===== src/rtl/lars_pkg.sv =====
package lars_pkg;
  typedef enum logic [1:0] {
    PICK_NONE = 2'd0,
    PICK_CRIT = 2'd1,
    PICK_FALL = 2'd2
  } pick_src_e;
endpackage


===== src/rtl/lars_delay_line.sv =====
module lars_delay_line #(
  parameter int LOOK  = 16,
  parameter int QID_W = 2
) (
  input  logic                        clk_i,
  input  logic                        rst_ni,
  input  logic                        in_valid_i,
  input  logic [QID_W-1:0]            in_qid_i,
  output logic [LOOK-1:0]             stg_valid_o,
  output logic [LOOK-1:0][QID_W-1:0]  stg_qid_o
);
  // stage 0 newest, stage LOOK-1 oldest
  always_ff @(posedge clk_i or negedge rst_ni) begin
    if (!rst_ni) begin
      stg_valid_o <= '0;
      stg_qid_o   <= '0;
    end else begin
      stg_valid_o <= {stg_valid_o[LOOK-2:0], in_valid_i};
      stg_qid_o   <= {stg_qid_o[LOOK-2:0], in_qid_i};
    end
  end
endmodule


===== src/rtl/lars_occ_track.sv =====
module lars_occ_track #(
  parameter int NUM_Q = 4,
  parameter int BLK   = 4,
  parameter int CAP   = 12,
  parameter int QID_W = 2,
  parameter int OCC_W = 4
) (
  input  logic                         clk_i,
  input  logic                         rst_ni,
  input  logic                         fill_valid_i,
  input  logic [QID_W-1:0]             fill_qid_i,
  input  logic                         srv_valid_i,
  input  logic [QID_W-1:0]             srv_qid_i,
  output logic [NUM_Q-1:0][OCC_W-1:0]  occ_o
);
  localparam logic [OCC_W-1:0] BLK_V = OCC_W'(BLK);
  localparam logic [OCC_W-1:0] CAP_V = OCC_W'(CAP);

  logic [NUM_Q-1:0][OCC_W-1:0] occ_q;
  logic [NUM_Q-1:0]            fill_hit, srv_hit;

  always_comb begin
    for (int q = 0; q < NUM_Q; q++) begin
      fill_hit[q] = fill_valid_i && (fill_qid_i == QID_W'(q));
      srv_hit[q]  = srv_valid_i && (srv_qid_i == QID_W'(q)) && (occ_q[q] != '0);
    end
  end

  always_ff @(posedge clk_i or negedge rst_ni) begin
    if (!rst_ni) begin
      occ_q <= '0;
    end else begin
      for (int q = 0; q < NUM_Q; q++) begin
        if (fill_hit[q] && srv_hit[q])  occ_q[q] <= occ_q[q] + BLK_V - OCC_W'(1);
        else if (fill_hit[q])           occ_q[q] <= occ_q[q] + BLK_V;
        else if (srv_hit[q])            occ_q[q] <= occ_q[q] - OCC_W'(1);
      end
    end
  end

  assign occ_o = occ_q;

  for (genvar q = 0; q < NUM_Q; q++) begin : g_chk

    occ_cap_chk: assert property (@(posedge clk_i) disable iff (!rst_ni)
      occ_q[q] <= CAP_V);
  end
endmodule


===== src/rtl/lars_refill_pick.sv =====
module lars_refill_pick import lars_pkg::*; #(
  parameter int NUM_Q = 4,
  parameter int BLK   = 4,
  parameter int CAP   = 12,
  parameter int LOOK  = 16,
  parameter int QID_W = 2,
  parameter int OCC_W = 4
) (
  input  logic [LOOK-1:0]             stg_valid_i,
  input  logic [LOOK-1:0][QID_W-1:0]  stg_qid_i,
  input  logic [NUM_Q-1:0][OCC_W-1:0] occ_i,
  output pick_src_e                   src_o,
  output logic [QID_W-1:0]            qid_o
);
  localparam int CNT_W = $clog2(LOOK + 1);
  localparam int CMP_W = ((CNT_W > OCC_W) ? CNT_W : OCC_W) + 1;
  localparam logic [OCC_W-1:0] CAP_V  = OCC_W'(CAP);
  localparam logic [OCC_W-1:0] ROOM_V = OCC_W'(CAP - BLK);

  logic [NUM_Q-1:0]            room;
  logic [NUM_Q-1:0][CMP_W-1:0] occ_ext, run_cnt;
  logic [NUM_Q-1:0][OCC_W-1:0] deficit;
  logic                        crit_hit, fb_hit;
  logic [QID_W-1:0]            crit_q, fb_q, qi;
  logic [OCC_W-1:0]            best_def;

  always_comb begin
    for (int q = 0; q < NUM_Q; q++) begin
      room[q]    = occ_i[q] <= ROOM_V;
      occ_ext[q] = {{(CMP_W-OCC_W){1'b0}}, occ_i[q]};
      deficit[q] = CAP_V - occ_i[q];
    end
  end

  // earliest shortage: walk oldest entry to newest with a running count per queue
  always_comb begin
    run_cnt  = '0;
    crit_hit = 1'b0;
    crit_q   = '0;
    qi       = '0;
    for (int p = LOOK - 1; p >= 0; p--) begin
      if (stg_valid_i[p]) begin
        qi = stg_qid_i[p];
        run_cnt[qi] = run_cnt[qi] + CMP_W'(1);
        if (!crit_hit && room[qi] && (run_cnt[qi] > occ_ext[qi])) begin
          crit_hit = 1'b1;
          crit_q   = qi;
        end
      end
    end
  end

  // largest deficit, strict compare keeps lowest index on ties
  always_comb begin
    fb_hit   = 1'b0;
    fb_q     = '0;
    best_def = '0;
    for (int q = 0; q < NUM_Q; q++) begin
      if (room[q] && (!fb_hit || deficit[q] > best_def)) begin
        fb_hit   = 1'b1;
        best_def = deficit[q];
        fb_q     = QID_W'(q);
      end
    end
  end

  always_comb begin
    if (crit_hit) begin
      src_o = PICK_CRIT;
      qid_o = crit_q;
    end else if (fb_hit) begin
      src_o = PICK_FALL;
      qid_o = fb_q;
    end else begin
      src_o = PICK_NONE;
      qid_o = '0;
    end
  end
endmodule


===== src/rtl/lookahead_refill_sched.sv =====
module lookahead_refill_sched import lars_pkg::*; #(
  parameter int NUM_Q = 4,
  parameter int BLK   = 4,
  parameter int LOOK  = NUM_Q * BLK,
  parameter int CAP   = 3 * BLK,
  localparam int QID_W = $clog2(NUM_Q),
  localparam int OCC_W = $clog2(CAP + 1)
) (
  input  logic                     clk_i,
  input  logic                     rst_ni,
  input  logic                     req_valid_i,
  input  logic [QID_W-1:0]         req_qid_i,
  output logic                     dly_valid_o,
  output logic [QID_W-1:0]         dly_qid_o,
  output logic                     rd_valid_o,
  output logic [QID_W-1:0]         rd_qid_o,
  output logic [NUM_Q*OCC_W-1:0]   occ_o
);
  localparam int SLOT_W = $clog2(BLK);
  localparam logic [OCC_W-1:0] ROOM_V = OCC_W'(CAP - BLK);

  logic [SLOT_W-1:0]            slot_q;
  logic                         slot_end;
  logic [LOOK-1:0]              stg_valid;
  logic [LOOK-1:0][QID_W-1:0]   stg_qid;
  logic [NUM_Q-1:0][OCC_W-1:0]  occ;
  pick_src_e                    pick_src;
  logic [QID_W-1:0]             pick_qid;

  assign slot_end = (slot_q == SLOT_W'(BLK - 1));

  always_ff @(posedge clk_i or negedge rst_ni) begin
    if (!rst_ni)       slot_q <= '0;
    else if (slot_end) slot_q <= '0;
    else               slot_q <= slot_q + SLOT_W'(1);
  end

  lars_delay_line #(.LOOK(LOOK), .QID_W(QID_W)) u_delay (
    .clk_i       (clk_i),
    .rst_ni      (rst_ni),
    .in_valid_i  (req_valid_i),
    .in_qid_i    (req_qid_i),
    .stg_valid_o (stg_valid),
    .stg_qid_o   (stg_qid)
  );

  lars_refill_pick #(
    .NUM_Q(NUM_Q), .BLK(BLK), .CAP(CAP), .LOOK(LOOK), .QID_W(QID_W), .OCC_W(OCC_W)
  ) u_pick (
    .stg_valid_i (stg_valid),
    .stg_qid_i   (stg_qid),
    .occ_i       (occ),
    .src_o       (pick_src),
    .qid_o       (pick_qid)
  );

  assign dly_valid_o = stg_valid[LOOK-1];
  assign dly_qid_o   = stg_qid[LOOK-1];
  assign rd_valid_o  = slot_end && (pick_src != PICK_NONE);
  assign rd_qid_o    = pick_qid;

  lars_occ_track #(
    .NUM_Q(NUM_Q), .BLK(BLK), .CAP(CAP), .QID_W(QID_W), .OCC_W(OCC_W)
  ) u_occ (
    .clk_i        (clk_i),
    .rst_ni       (rst_ni),
    .fill_valid_i (rd_valid_o),
    .fill_qid_i   (rd_qid_o),
    .srv_valid_i  (dly_valid_o),
    .srv_qid_i    (dly_qid_o),
    .occ_o        (occ)
  );

  assign occ_o = occ;

  // checker-side view of room and fallback ordering
  logic [NUM_Q-1:0] occ_room;
  logic             any_room, fb_min_ok;
  always_comb begin
    fb_min_ok = 1'b1;
    for (int q = 0; q < NUM_Q; q++) begin
      occ_room[q] = occ[q] <= ROOM_V;
      if (occ_room[q] && (occ[q] < occ[rd_qid_o])) fb_min_ok = 1'b0;
    end
  end
  assign any_room = |occ_room;


  rd_room_chk: assert property (@(posedge clk_i) disable iff (!rst_ni)
    rd_valid_o |-> (occ[rd_qid_o] <= ROOM_V));

  idle_full_chk: assert property (@(posedge clk_i) disable iff (!rst_ni)
    (slot_end && !any_room) |-> !rd_valid_o);

  busy_room_chk: assert property (@(posedge clk_i) disable iff (!rst_ni)
    (slot_end && any_room) |-> rd_valid_o);

  fb_deficit_chk: assert property (@(posedge clk_i) disable iff (!rst_ni)
    (rd_valid_o && pick_src == PICK_FALL) |-> fb_min_ok);
endmodule


===== config.mk =====
export PLATFORM = sky130hd
export DESIGN_NAME = lookahead_refill_sched
export DESIGN_NICKNAME = d
export VERILOG_FILES = /design/src/rtl/lars_pkg.sv /design/src/rtl/lars_delay_line.sv /design/src/rtl/lars_occ_track.sv /design/src/rtl/lars_refill_pick.sv /design/src/rtl/lookahead_refill_sched.sv
export SDC_FILE = /design/constraint.sdc
export NUM_CORES = 1
export LEC_CHECK = 0
export BUFFER_PORTS_ARGS = -buffer_cell sky130_fd_sc_hd__buf_2
export CORE_MARGIN = 5
export CORE_UTILIZATION = 54
export DETAILED_ROUTE_END_ITERATION = 10
export PLACE_DENSITY = 0.7
export SLEW_MARGIN = 15
export SYNTH_ARGS = -nofsm -noshare
export SYNTH_HDL_FRONTEND = slang
export SYNTH_SLANG_ARGS = --single-unit

===== constraint.sdc =====
create_clock -name clk_i -period 33.4 [get_ports clk_i]
set_input_delay 1.67 -clock clk_i [delete_from_list [all_inputs] [get_ports clk_i]]
set_output_delay 1.67 -clock clk_i [all_outputs]
set_load 0.1 [all_outputs]

* Yosys cells after proc, flatten, opt, wreduce, memory -nomap -nowiden *
Index checks and enable logic that the tools add are counted.

word-level totals
  logic and storage cells = 498
  bits of input ports = 5
  memory bits (writable) = 0
  memories kept = 0
  ROM bits = 0
  latch bits = 0
  output and inout bits = 22
  bits in registers = 66

operators by class
  bitwise logic cells = 1
  shift-type cells = 0
  add/sub/neg operators = 33
  divide/modulo/power cells = 0
  reduce and logical (&&, ||, !) cells = 99
  $mul = 0
  eq/ne operators = 7
  $lt $le $gt $ge = 55
  muxes and demuxes = 281

operators with widths
  operator                                                           number
  binary-select mux 6 bit (select 2 bit)                             48
  2-to-1 mux 6 bit                                                   64
  bitwise mux 24 bit                                                 15
  2-to-1 mux 24 bit                                                  15
  demux 6 bit (select 2 bit)                                         16
  adder 6 x 1 -> 6 bit, second input constant                        16
  > comparator 6 bit                                                 16
  2-to-1 mux 2 bit                                                   39
  logical AND 1 bit                                                  67
  2-to-1 mux 4 bit                                                   15
  2-to-1 mux 1 bit                                                   53
  < comparator 2 x 3 -> 1 bit, second input constant                 16
  binary-select mux 1 bit (select 2 bit)                             16
  greater-or-equal comparator 2 x 1 -> 1 bit, second input constant  16
  subtractor 4 x 1 -> 4 bit, second input constant                   8
  AND 24 bit                                                         1
  logical NOT 1 bit                                                  18
  adder 4 x 3 -> 4 bit, second input constant                        4
  less-or-equal comparator 4 bit, second input constant              4
  nonzero test 4 bit                                                 4
  subtractor 4 bit, first input constant                             4
  > comparator 4 bit                                                 3
  nonzero test 3 bit                                                 4
  equality test 2 bit, second input constant                         5
  other kinds (5)                                                    9

* Logic depth before layout (Yosys ltp) *
Gate-level depths: netlist of run 1.

  word-level depth = 92
  mapped depth = 81
  depth with buffers taken out = 78

* Cells and area by module *
Synthesis of run 1 repeated with hierarchy kept, for this count alone.

unflattened totals
  cells, all modules = 2,463
  area total of the unflattened synthesis = 18,295.0 sq um

modules (own cells, without submodules)
  module                  area an instance (sq um)  sequential area each (sq um)  instances  cells each
  lars_refill_pick        15,981.6                  0.0                           1          2,307
  lars_delay_line         1,201.2                   1,201.2                       1          48
  lars_occ_track          1,038.5                   400.4                         1          103
  lookahead_refill_sched  73.8                      50.0                          1          5

* Worst setup path after synthesis of run 1 *
OpenSTA, ideal clock, no wires.

  kind = flip-flop to output port
  start = register u_delay.stg_valid_o[15]
  end = output rd_qid_o[1]
  data arrival time = 16,542 ps
  data required time = 31,730 ps
  buffers on the path = 2
  slack = 15,188 ps
  cell stages (with the launch flop) = 73
  cell sequence = dfrtp_1 -> and3_1 -> clkbuf_1 -> xnor2_1 -> a22oi_1 -> and2_1 -> ha_1 -> or4bb_1 -> o31ai_1 -> nor3_1 -> o32a_1 -> a211o_1 -> nand3_1 -> ha_1 -> clkbuf_1 -> nor4bb_1 -> a31o_2 -> nor3_1 -> [... 37 more ...] -> mux4_2 -> ha_1 -> mux2_2 -> mux4_2 -> ha_1 -> xnor2_1 -> nor2_1 -> a21oi_1 -> o221ai_1 -> a21oi_1 -> nand3_1 -> xnor2_1 -> ha_1 -> a21oi_1 -> a41o_1 -> a21oi_4 -> mux2i_1 -> nand2b_1

between the ends
  cells in the longest elaborated chain, start to end = 82
  elaborated cells on any way between the ends = 228
  those cells by class = add/sub (15); order compare (15); mux (153); reduce/logical (45)

ends and longest elaborated chain
  element                                                                       line                                            RTL
  start, declared                                                               lars_delay_line.sv:9                            output logic [LOOK-1:0] stg_valid_o,
  start signal, assigned                                                        lars_delay_line.sv:18                           stg_valid_o <= {stg_valid_o[LOOK-2:0], in_valid_i};
  2-to-1 mux 24 bit                                                             lars_refill_pick.sv:42                          if (stg_valid_i[p]) begin
  binary-select mux 6 bit (select 2 bit)                                        lars_refill_pick.sv:44                          run_cnt[qi] = run_cnt[qi] + CMP_W'(1);
  2-to-1 mux 6 bit (implied by the code)                                        lars_refill_pick.sv:44
  adder 6 x 1 -> 6 bit                                                          lars_refill_pick.sv:44
  bitwise mux 24 bit                                                            lars_refill_pick.sv:44
  2-to-1 mux 24 bit or binary-select mux 6 bit (select 2 bit) (tied branches)   lars_refill_pick.sv:42, lars_refill_pick.sv:45
  binary-select mux 6 bit (select 2 bit) or 2-to-1 mux 6 bit (tied branches)    lars_refill_pick.sv:44, lars_refill_pick.sv:45
  2-to-1 mux 6 bit (implied by the code) or > comparator 6 bit (tied branches)  lars_refill_pick.sv:44, lars_refill_pick.sv:45
  [... 66 more ...]                                                             -
  bitwise mux 24 bit or 2-to-1 mux 1 bit (tied branches)                        lars_refill_pick.sv:44, lars_refill_pick.sv:45
  binary-select mux 6 bit (select 2 bit) or 2-to-1 mux 1 bit (tied branches)    lars_refill_pick.sv:45, lars_refill_pick.sv:42
  2-to-1 mux 6 bit (implied by the code) or logical NOT 1 bit (tied branches)   lars_refill_pick.sv:45                          if (!crit_hit && room[qi] && (run_cnt[qi] > occ_ext[qi])) begin
  > comparator 6 bit or logical AND 1 bit (tied branches)                       lars_refill_pick.sv:45
  logical AND 1 bit                                                             lars_refill_pick.sv:45
  2-to-1 mux 2 bit or 2-to-1 mux 1 bit (tied branches)                          lars_refill_pick.sv:45
  2-to-1 mux 2 bit or 2-to-1 mux 1 bit (tied branches)                          lars_refill_pick.sv:42
  2-to-1 mux 2 bit (*)                                                          lars_refill_pick.sv:68                          if (crit_hit) begin
  end, declared                                                                 lookahead_refill_sched.sv:16                    output logic [QID_W-1:0] rd_qid_o,

Mark *: on every way between the ends. The rest lies on a longest branch, timed or not. The select of a mux whose other input is x is not followed.

* Worst setup path in the final report of run 1 *
  start = register u_delay.stg_qid_o[27] (netlist bit)
  end = output rd_qid_o[0]

between the ends
  cells in the longest elaborated chain, start to end = 77
  elaborated cells on any way between the ends = 218
  those cells by class = add/sub (14); order compare (16); mux (146); reduce/logical (42)

ends and longest elaborated chain
  element                                                                        line                    RTL
  start, declared                                                                lars_delay_line.sv:10   output logic [LOOK-1:0][QID_W-1:0] stg_qid_o
  start signal, assigned                                                         lars_delay_line.sv:19   stg_qid_o <= {stg_qid_o[LOOK-2:0], in_qid_i};
  parallel branches: the longest is 76 deep, another holds adder 6 x 1 -> 6 bit  -
  2-to-1 mux 2 bit (*)                                                           lars_refill_pick.sv:68

Mark *: on every way between the ends. The select of a mux whose other input is x is not followed.

==> flow_metrics.tcl, run 1 <==
set metrics [dict create \
    io_buffers 26 \
    clock_path_buffers 2 \
    power_density_nw_per_um2 66.6 \
    cts-buffers-inserted 9 \
    grt_setup_unrepaired "no" \
    vias 20132 \
    area_growth_pct 2.62 \
    ys_ff_latch 66 \
    fp.dieH_um 193 \
    slew_headroom_pct 31.9 \
    drive_gt1_share_pct 11.0 \
    startpoint_type "register" \
    yosysWarnings 0 \
    critPathKind "reg2out" \
    max_cap_viol_count 0 \
    cts_tree "done" \
    yosys.area.top_type "mux4_2" \
    ant_nets 0 \
    slowest_delay_ps 910 \
    cts_hold_buf 0 \
    yosysUniqueCellTypes 117 \
    synth_edf_count 0 \
    root_buffer "clkbuf_16" \
    hold_viol_final 0 \
    required_ps 31730 \
    fp-row-count 67 \
    synth_nets 2542 \
    dr.pass1.iters 8 \
    worst_pin_slew_ps 1010 \
    n_antenna_cell 0 \
    cts_setup_buffers 0 \
    synth_top_flop_cell "dfrtp_1" \
    dp_hpwl_um 55600 \
    h-tree-depth 3 \
    start_util_pct 54.3 \
    gr-total-overflow 0 \
    post-synth-top-count-cell "nand2_1" \
    clk_latency_ps 350 \
    synthTopCellsByArea "mux4_2, dfrtp_1, ha_1, nand2_1, xnor2_1" \
    finalSetupViolations 0 \
    drtIter0Drc 3068 \
    period_share_pct 59.9 \
    endpoint_kind "output port" \
    slowest_stage "dfrtp_1" \
    ctsResizeCount 0 \
    drv_slew 0 \
    grt_usage_pct 38.7 \
    clock-sinks 66 \
    synthCells 2440 \
    grt_pass1_wl_um 113000 \
    fin_setup_tns_ps 0 \
    worstPathArrival_ps 18340 \
    clk_pin_slew_ps 60 \
    status "finished, final reports clean" \
    layout_min_cycle_time_ps 20010 \
    leakagePower_nw 7.31 \
    dp_slack_ps 14170 \
    crit_fanout 26 \
    wl_um 73700 \
    crit_path_frequent_cell "ha_1" \
    synth_area_um2 18100 \
    synth_top_area_share_pct 10.6 \
    wl_per_cell_um 26.6 \
    synthArstFlopShare_pct 100 \
    gp_congestion 1.08 \
    total_power_mw 1.24 \
    fin_ws_ps 13390 \
    drc 0 \
    hold_class "reg2reg" \
    grt_max_degree 67 \
    avgSynthCellArea_um2 7.41 \
    nets 2417 \
    grt_pass1_vias 18621 \
    viasPerCell 7.27 \
    timing.fmax_mhz 50.0 \
    num_io_pins 27 \
    fin_skew_ps 10.6 \
    synth_common_cells "nand2_1, nor2_1, clkbuf_1" \
    die_width_um 193 \
    synth-seq-area-share_pct 9.14 \
    die_area_um2 37200 \
    antenna_found_initial 0 \
    ir_worst_vdd_uv 223 \
    core_area_um2 33300 \
]
-- per-stage QoR --
step	std cells	cell area, um^2	utilization [%]	hold slack [ps]
floorplan	2440	18100	-	352
global placement	2752	18200	54.8	384
detailed placement	2752	18200	54.8	389
CTS	2768	18500	55.7	403
global route	2768	18500	55.7	410
finish	2768	18500	55.7	405
-- power by group --
part	switching (mW)	internal [mW]	total, mW
Clock	0.0401	0.0654	0.106
Combinational	0.629	0.371	0.999
Sequential	0.0400	0.0908	0.131
-- critical path: cells and delay by family (launching register included) --
kind | cells | cell delay [ps]
AND/OR/NAND/NOR | 17 | 2700
buffers and inverters | 2 | 390
adder cells (fa/ha/maj) | 13 | 4670
multiplexers | 11 | 4090
XOR/XNOR | 2 | 480
AO/OA/AOI/OAI | 24 | 4720
flip-flops | 1 | 910
-- path summary, 6_finish.rpt --
| path | start | end | slack [ps] | depth (start not counted) |
|---|---|---|---|---|
| worst max-delay path | u_delay.stg_qid_o[27]$_DFF_PN0_ | rd_qid_o[0] | 13390 | 69 |
| worst min-delay path | u_delay.stg_valid_o[0]$_DFF_PN0_ | u_delay.stg_valid_o[1]$_DFF_PN0_ | 410 | 0 |
| worst max register to register | u_delay.stg_qid_o[27]$_DFF_PN0_ | u_occ.occ_o[7]$_DFFE_PN0P_ | 15030 | 71 |
| worst min register to register | u_delay.stg_valid_o[0]$_DFF_PN0_ | u_delay.stg_valid_o[1]$_DFF_PN0_ | 410 | 0 |
| max in group asynchronous | rst_ni | u_delay.stg_qid_o[12]$_DFF_PN0_ | 31360 | 1 |
| min in group asynchronous | rst_ni | slot_q[1]$_DFF_PN0_ | 1450 | 1 |
-- area by class of cell --
cell class              count  area [um^2]
clock inverters             5         78.8
multi-input cells        2065        15200
repair buffers             61          395
flip-flops and latches     66         1650
fillers                  3238        14700
clock buffers              11          233
inverters                 112          423
well taps                 448          561
-- sequential cells by signal, summed over array words and instances, names as in the netlist --
signal / flops
slot_q: 2
u_delay.stg_qid_o: 32
u_delay.stg_valid_o: 16
u_occ.occ_o: 16
-- logic make-up (layout without fill, tap and decap cells) --
group / count (synthesis) / count (layout) / synth area share (%)
buf+inv: 309 / 189 / 6.76
mux: 151 / 151 / 14.4
simple gates: 952 / 952 / 26.6
xor+xnor: 152 / 152 / 8.21
fa+ha+maj: 97 / 97 / 6.72
flops: 66 / 66 / 9.14
other cells: 1 / 1 / 0.0207
compound gates: 712 / 712 / 28.2
-- cells in the final DEF, fill, tap and decap left out, drive strengths merged, types with 12 or more instances in the layout --
cell,count
xnor2,97
xor2,47
a21oi,129
o211ai,51
nand4,34
a22oi,15
a311oi,12
a32oi,17
nand3b,13
nor3,73
o21a,22
and3,43
buf,61
nor2,195
inv,108
mux4,85
dfrtp,66
nor2b,40
o22ai,25
nand2b,44
nand2,264
o211a,12
and2,32
a21o,15
a31oi,32
nor4,14
mux2,18
a41o,13
or2,27
o21ai,153
ha,97
a211oi,30
o31ai,27
a221oi,13
nand3,106
mux2i,48
-- routing by layer --
metal | track usage (%) | share of wire [%] | vias to the layer above
met5 | 0 | 0 | -
met1 | 55.5 | 41 | 9559
met4 | 13.8 | 3.9 | 0
li1 | - | - | 8949
met2 | 58.4 | 44 | 1403
met3 | 7.20 | 11 | 221
Note: power is estimated with default switching activity, not from simulation.
==> run 2: changes to the inputs <==
--- a/config.mk
+++ b/config.mk
@@ -5,6 +5,7 @@
 export SDC_FILE = /design/constraint.sdc
 export NUM_CORES = 1
 export LEC_CHECK = 0
+export ABC_AREA = 1
 export BUFFER_PORTS_ARGS = -buffer_cell sky130_fd_sc_hd__buf_2
 export CORE_MARGIN = 5
 export CORE_UTILIZATION = 54
==> constraint.sdc (replaced) <==
create_clock -name clk_i -period 20.4 [get_ports clk_i]
set_input_delay 1.02 -clock clk_i [delete_from_list [all_inputs] [get_ports clk_i]]
set_output_delay 1.02 -clock clk_i [all_outputs]
set_load 0.1 [all_outputs]
==> run 2 against run 1 <==
Synthesized cell count increased by 7.0%; worst hold slack got worse by 21 ps; setup slack got worse by 11000 ps; area after synthesis decreased by 18%; global-route usage decreased by 3.0 points; core utilization increased by 1.7 points; via count decreased by 7.5%; wire length decreased by 22%; clock power increased by 37%; power increased by 49%; critical path depth increased by 24; critical path type unchanged; largest power group unchanged.
==> flow_metrics.tcl, run 2 <==
set metrics [dict create \
    synth_common_cells "nand2_1, inv_1, nand3_1" \
    antenna_found_initial 0 \
    gp_congestion 1.00 \
    finalSetupViolations 0 \
    synthTopCellsByArea "nand2_1, dfrtp_1, nand3_1, inv_1, ha_1" \
    synth_area_um2 14800 \
    io_buffers 26 \
    synthCells 2610 \
    drive_gt1_share_pct 11.0 \
    cp_num_buf_inv 16 \
    ant_nets 0 \
    wl_um 57400 \
    core_area_um2 27000 \
    startpoint_type "register" \
    postPlaceCellArea_um2 15200 \
    post-synth-top-count-cell "nand2_1" \
    yosysUniqueCellTypes 63 \
    yosys.area.top_type "nand2_1" \
    final-instance-count-excl-fill 2950 \
    synth_nets 2712 \
    h-tree-depth 3 \
    grt_setup_unrepaired "no" \
    status "finished, final reports clean" \
    crit_fanout 10 \
    grt_usage_pct 35.7 \
    dp_hpwl_um 44900 \
    wl_per_cell_um 19.5 \
    synthArstFlopShare_pct 100 \
    vias 18628 \
    fp.dieH_um 176 \
    cts-buffers-inserted 9 \
    period_share_pct 87.2 \
    fin_setup_tns_ps 0 \
    dp_slack_ps 3280 \
    nets 2706 \
    viasPerCell 6.31 \
    fin_ws_ps 2620 \
    regMostFlops "u_delay.stg_qid_o" \
    cts_tree "done" \
    die_width_um 176 \
    drc 0 \
    clk_latency_ps 340 \
    hold_viol_final 0 \
    hold_class "reg2reg" \
    start_util_pct 55.0 \
    cts_setup_buffers 0 \
    ys_ff_latch 66 \
    worstPathArrival_ps 16760 \
    grt_pass1_wl_um 90900 \
    grt_pass1_vias 17415 \
    final_area_um2 15500 \
    synth-seq-area-share_pct 11.1 \
    root_buffer "clkbuf_16" \
    slowest_stage "dfrtp_1" \
    yosysWarnings 0 \
    grt_max_degree 67 \
    numPlacedInstances 2934 \
    required_ps 19380 \
    synth_top_flop_cell "dfrtp_1" \
    leakagePower_nw 8.18 \
    timing.fmax_mhz 56.2 \
    critPathKind "reg2out" \
    layout_min_cycle_time_ps 17780 \
    fp-row-count 60 \
    area_growth_pct 4.40 \
    cpLargestDelayFamily "simple AND/OR/NAND/NOR gates" \
    n_antenna_cell 0 \
    endpoint_kind "output port" \
    clock-sinks 66 \
    die_area_um2 30800 \
    slew_headroom_pct 33.1 \
    gr-total-overflow 0 \
    clock_path_buffers 2 \
    avgSynthCellArea_um2 5.68 \
    final_common_cell "nand2_1" \
    cts_hold_buf 0 \
    slowest_delay_ps 520 \
    drv_slew 0 \
    drtIter0Drc 2241 \
    worst_hold_slack_ps 384 \
    ctsResizeCount 0 \
    fillers 2829 \
    fin_skew_ps 7.33 \
    layout_common_cells "nand2_1, inv_1, nand3_1" \
    worst_pin_slew_ps 1000 \
    num_io_pins 27 \
    power_density_nw_per_um2 119 \
    clk_pin_slew_ps 50 \
    ir_worst_vdd_uv 393 \
    synth_top_area_share_pct 19.6 \
    max_cap_viol_count 0 \
    largest_reg_flops 32 \
    synth_edf_count 0 \
    dr.pass1.iters 9 \
]
## run 2: layout make-up
class	count	area [um^2]	area share, %
Tap cell	341	427	2.76
Inverter	362	1360	8.82
Sequential cell	66	1650	10.7
Clock buffer	14	274	1.77
Clock inverter	2	10.0	0.0647
Multi-Input combinational cell	2121	11500	74.2
Timing Repair Buffer	44	265	1.71
## run 2: final timing paths
kind                       cells after the start                         startpoint                                 to  slack, ps
max reg2reg                                   97  u_delay.stg_valid_o[15]$_DFF_PN0_         u_occ.occ_o[7]$_DFFE_PN0P_       4020
min in group asynchronous                      2                             rst_ni     u_delay.stg_qid_o[0]$_DFF_PN0_        860
min reg2reg                                    0   u_delay.stg_valid_o[0]$_DFF_PN0_   u_delay.stg_valid_o[1]$_DFF_PN0_        380
min                                            0   u_delay.stg_valid_o[0]$_DFF_PN0_   u_delay.stg_valid_o[1]$_DFF_PN0_        380
max                                           93  u_delay.stg_valid_o[15]$_DFF_PN0_                        rd_qid_o[1]       2620
max in group asynchronous                      2                             rst_ni  u_delay.stg_valid_o[12]$_DFF_PN0_      19000
## run 2: kinds of logic after synthesis
logic type,after synthesis,synth area share [%]
other,1,0.0253
muxes,7,0.473
DFF,66,11.1
and+or+nand+nor,1508,46.2
adders and majority gates,97,8.19
AOI/OAI and AO/OA,486,21.3
buffers and inverters,423,11.4
xor gates and xnor gates,22,1.30
## run 2: where the power goes
part / internal (mW) / leakage, nW / total, mW / switching [mW]
Clock: 0.0917 / 0.143 / 0.145 / 0.0533
Combinational: 0.426 / 7.27 / 1.49 / 1.06
Sequential: 0.151 / 0.770 / 0.207 / 0.0562
## run 2: routing by layer
metal,up-vias,wire length [um],track usage (%)
met4,0,2270,12.6
met3,219,6130,6.67
li1,8756,-,-
met2,1145,24600,55.7
met5,-,0,0
met1,8508,24400,49.5
## run 2: stage by stage
stage                     utilization (%)  power [mW]
after floorplan                         -        1.28
after global placement               56.3        1.61
after detailed placement             56.3        1.64
after CTS                            57.4        1.79
after global routing                 57.4        1.98
final                                57.4        1.84
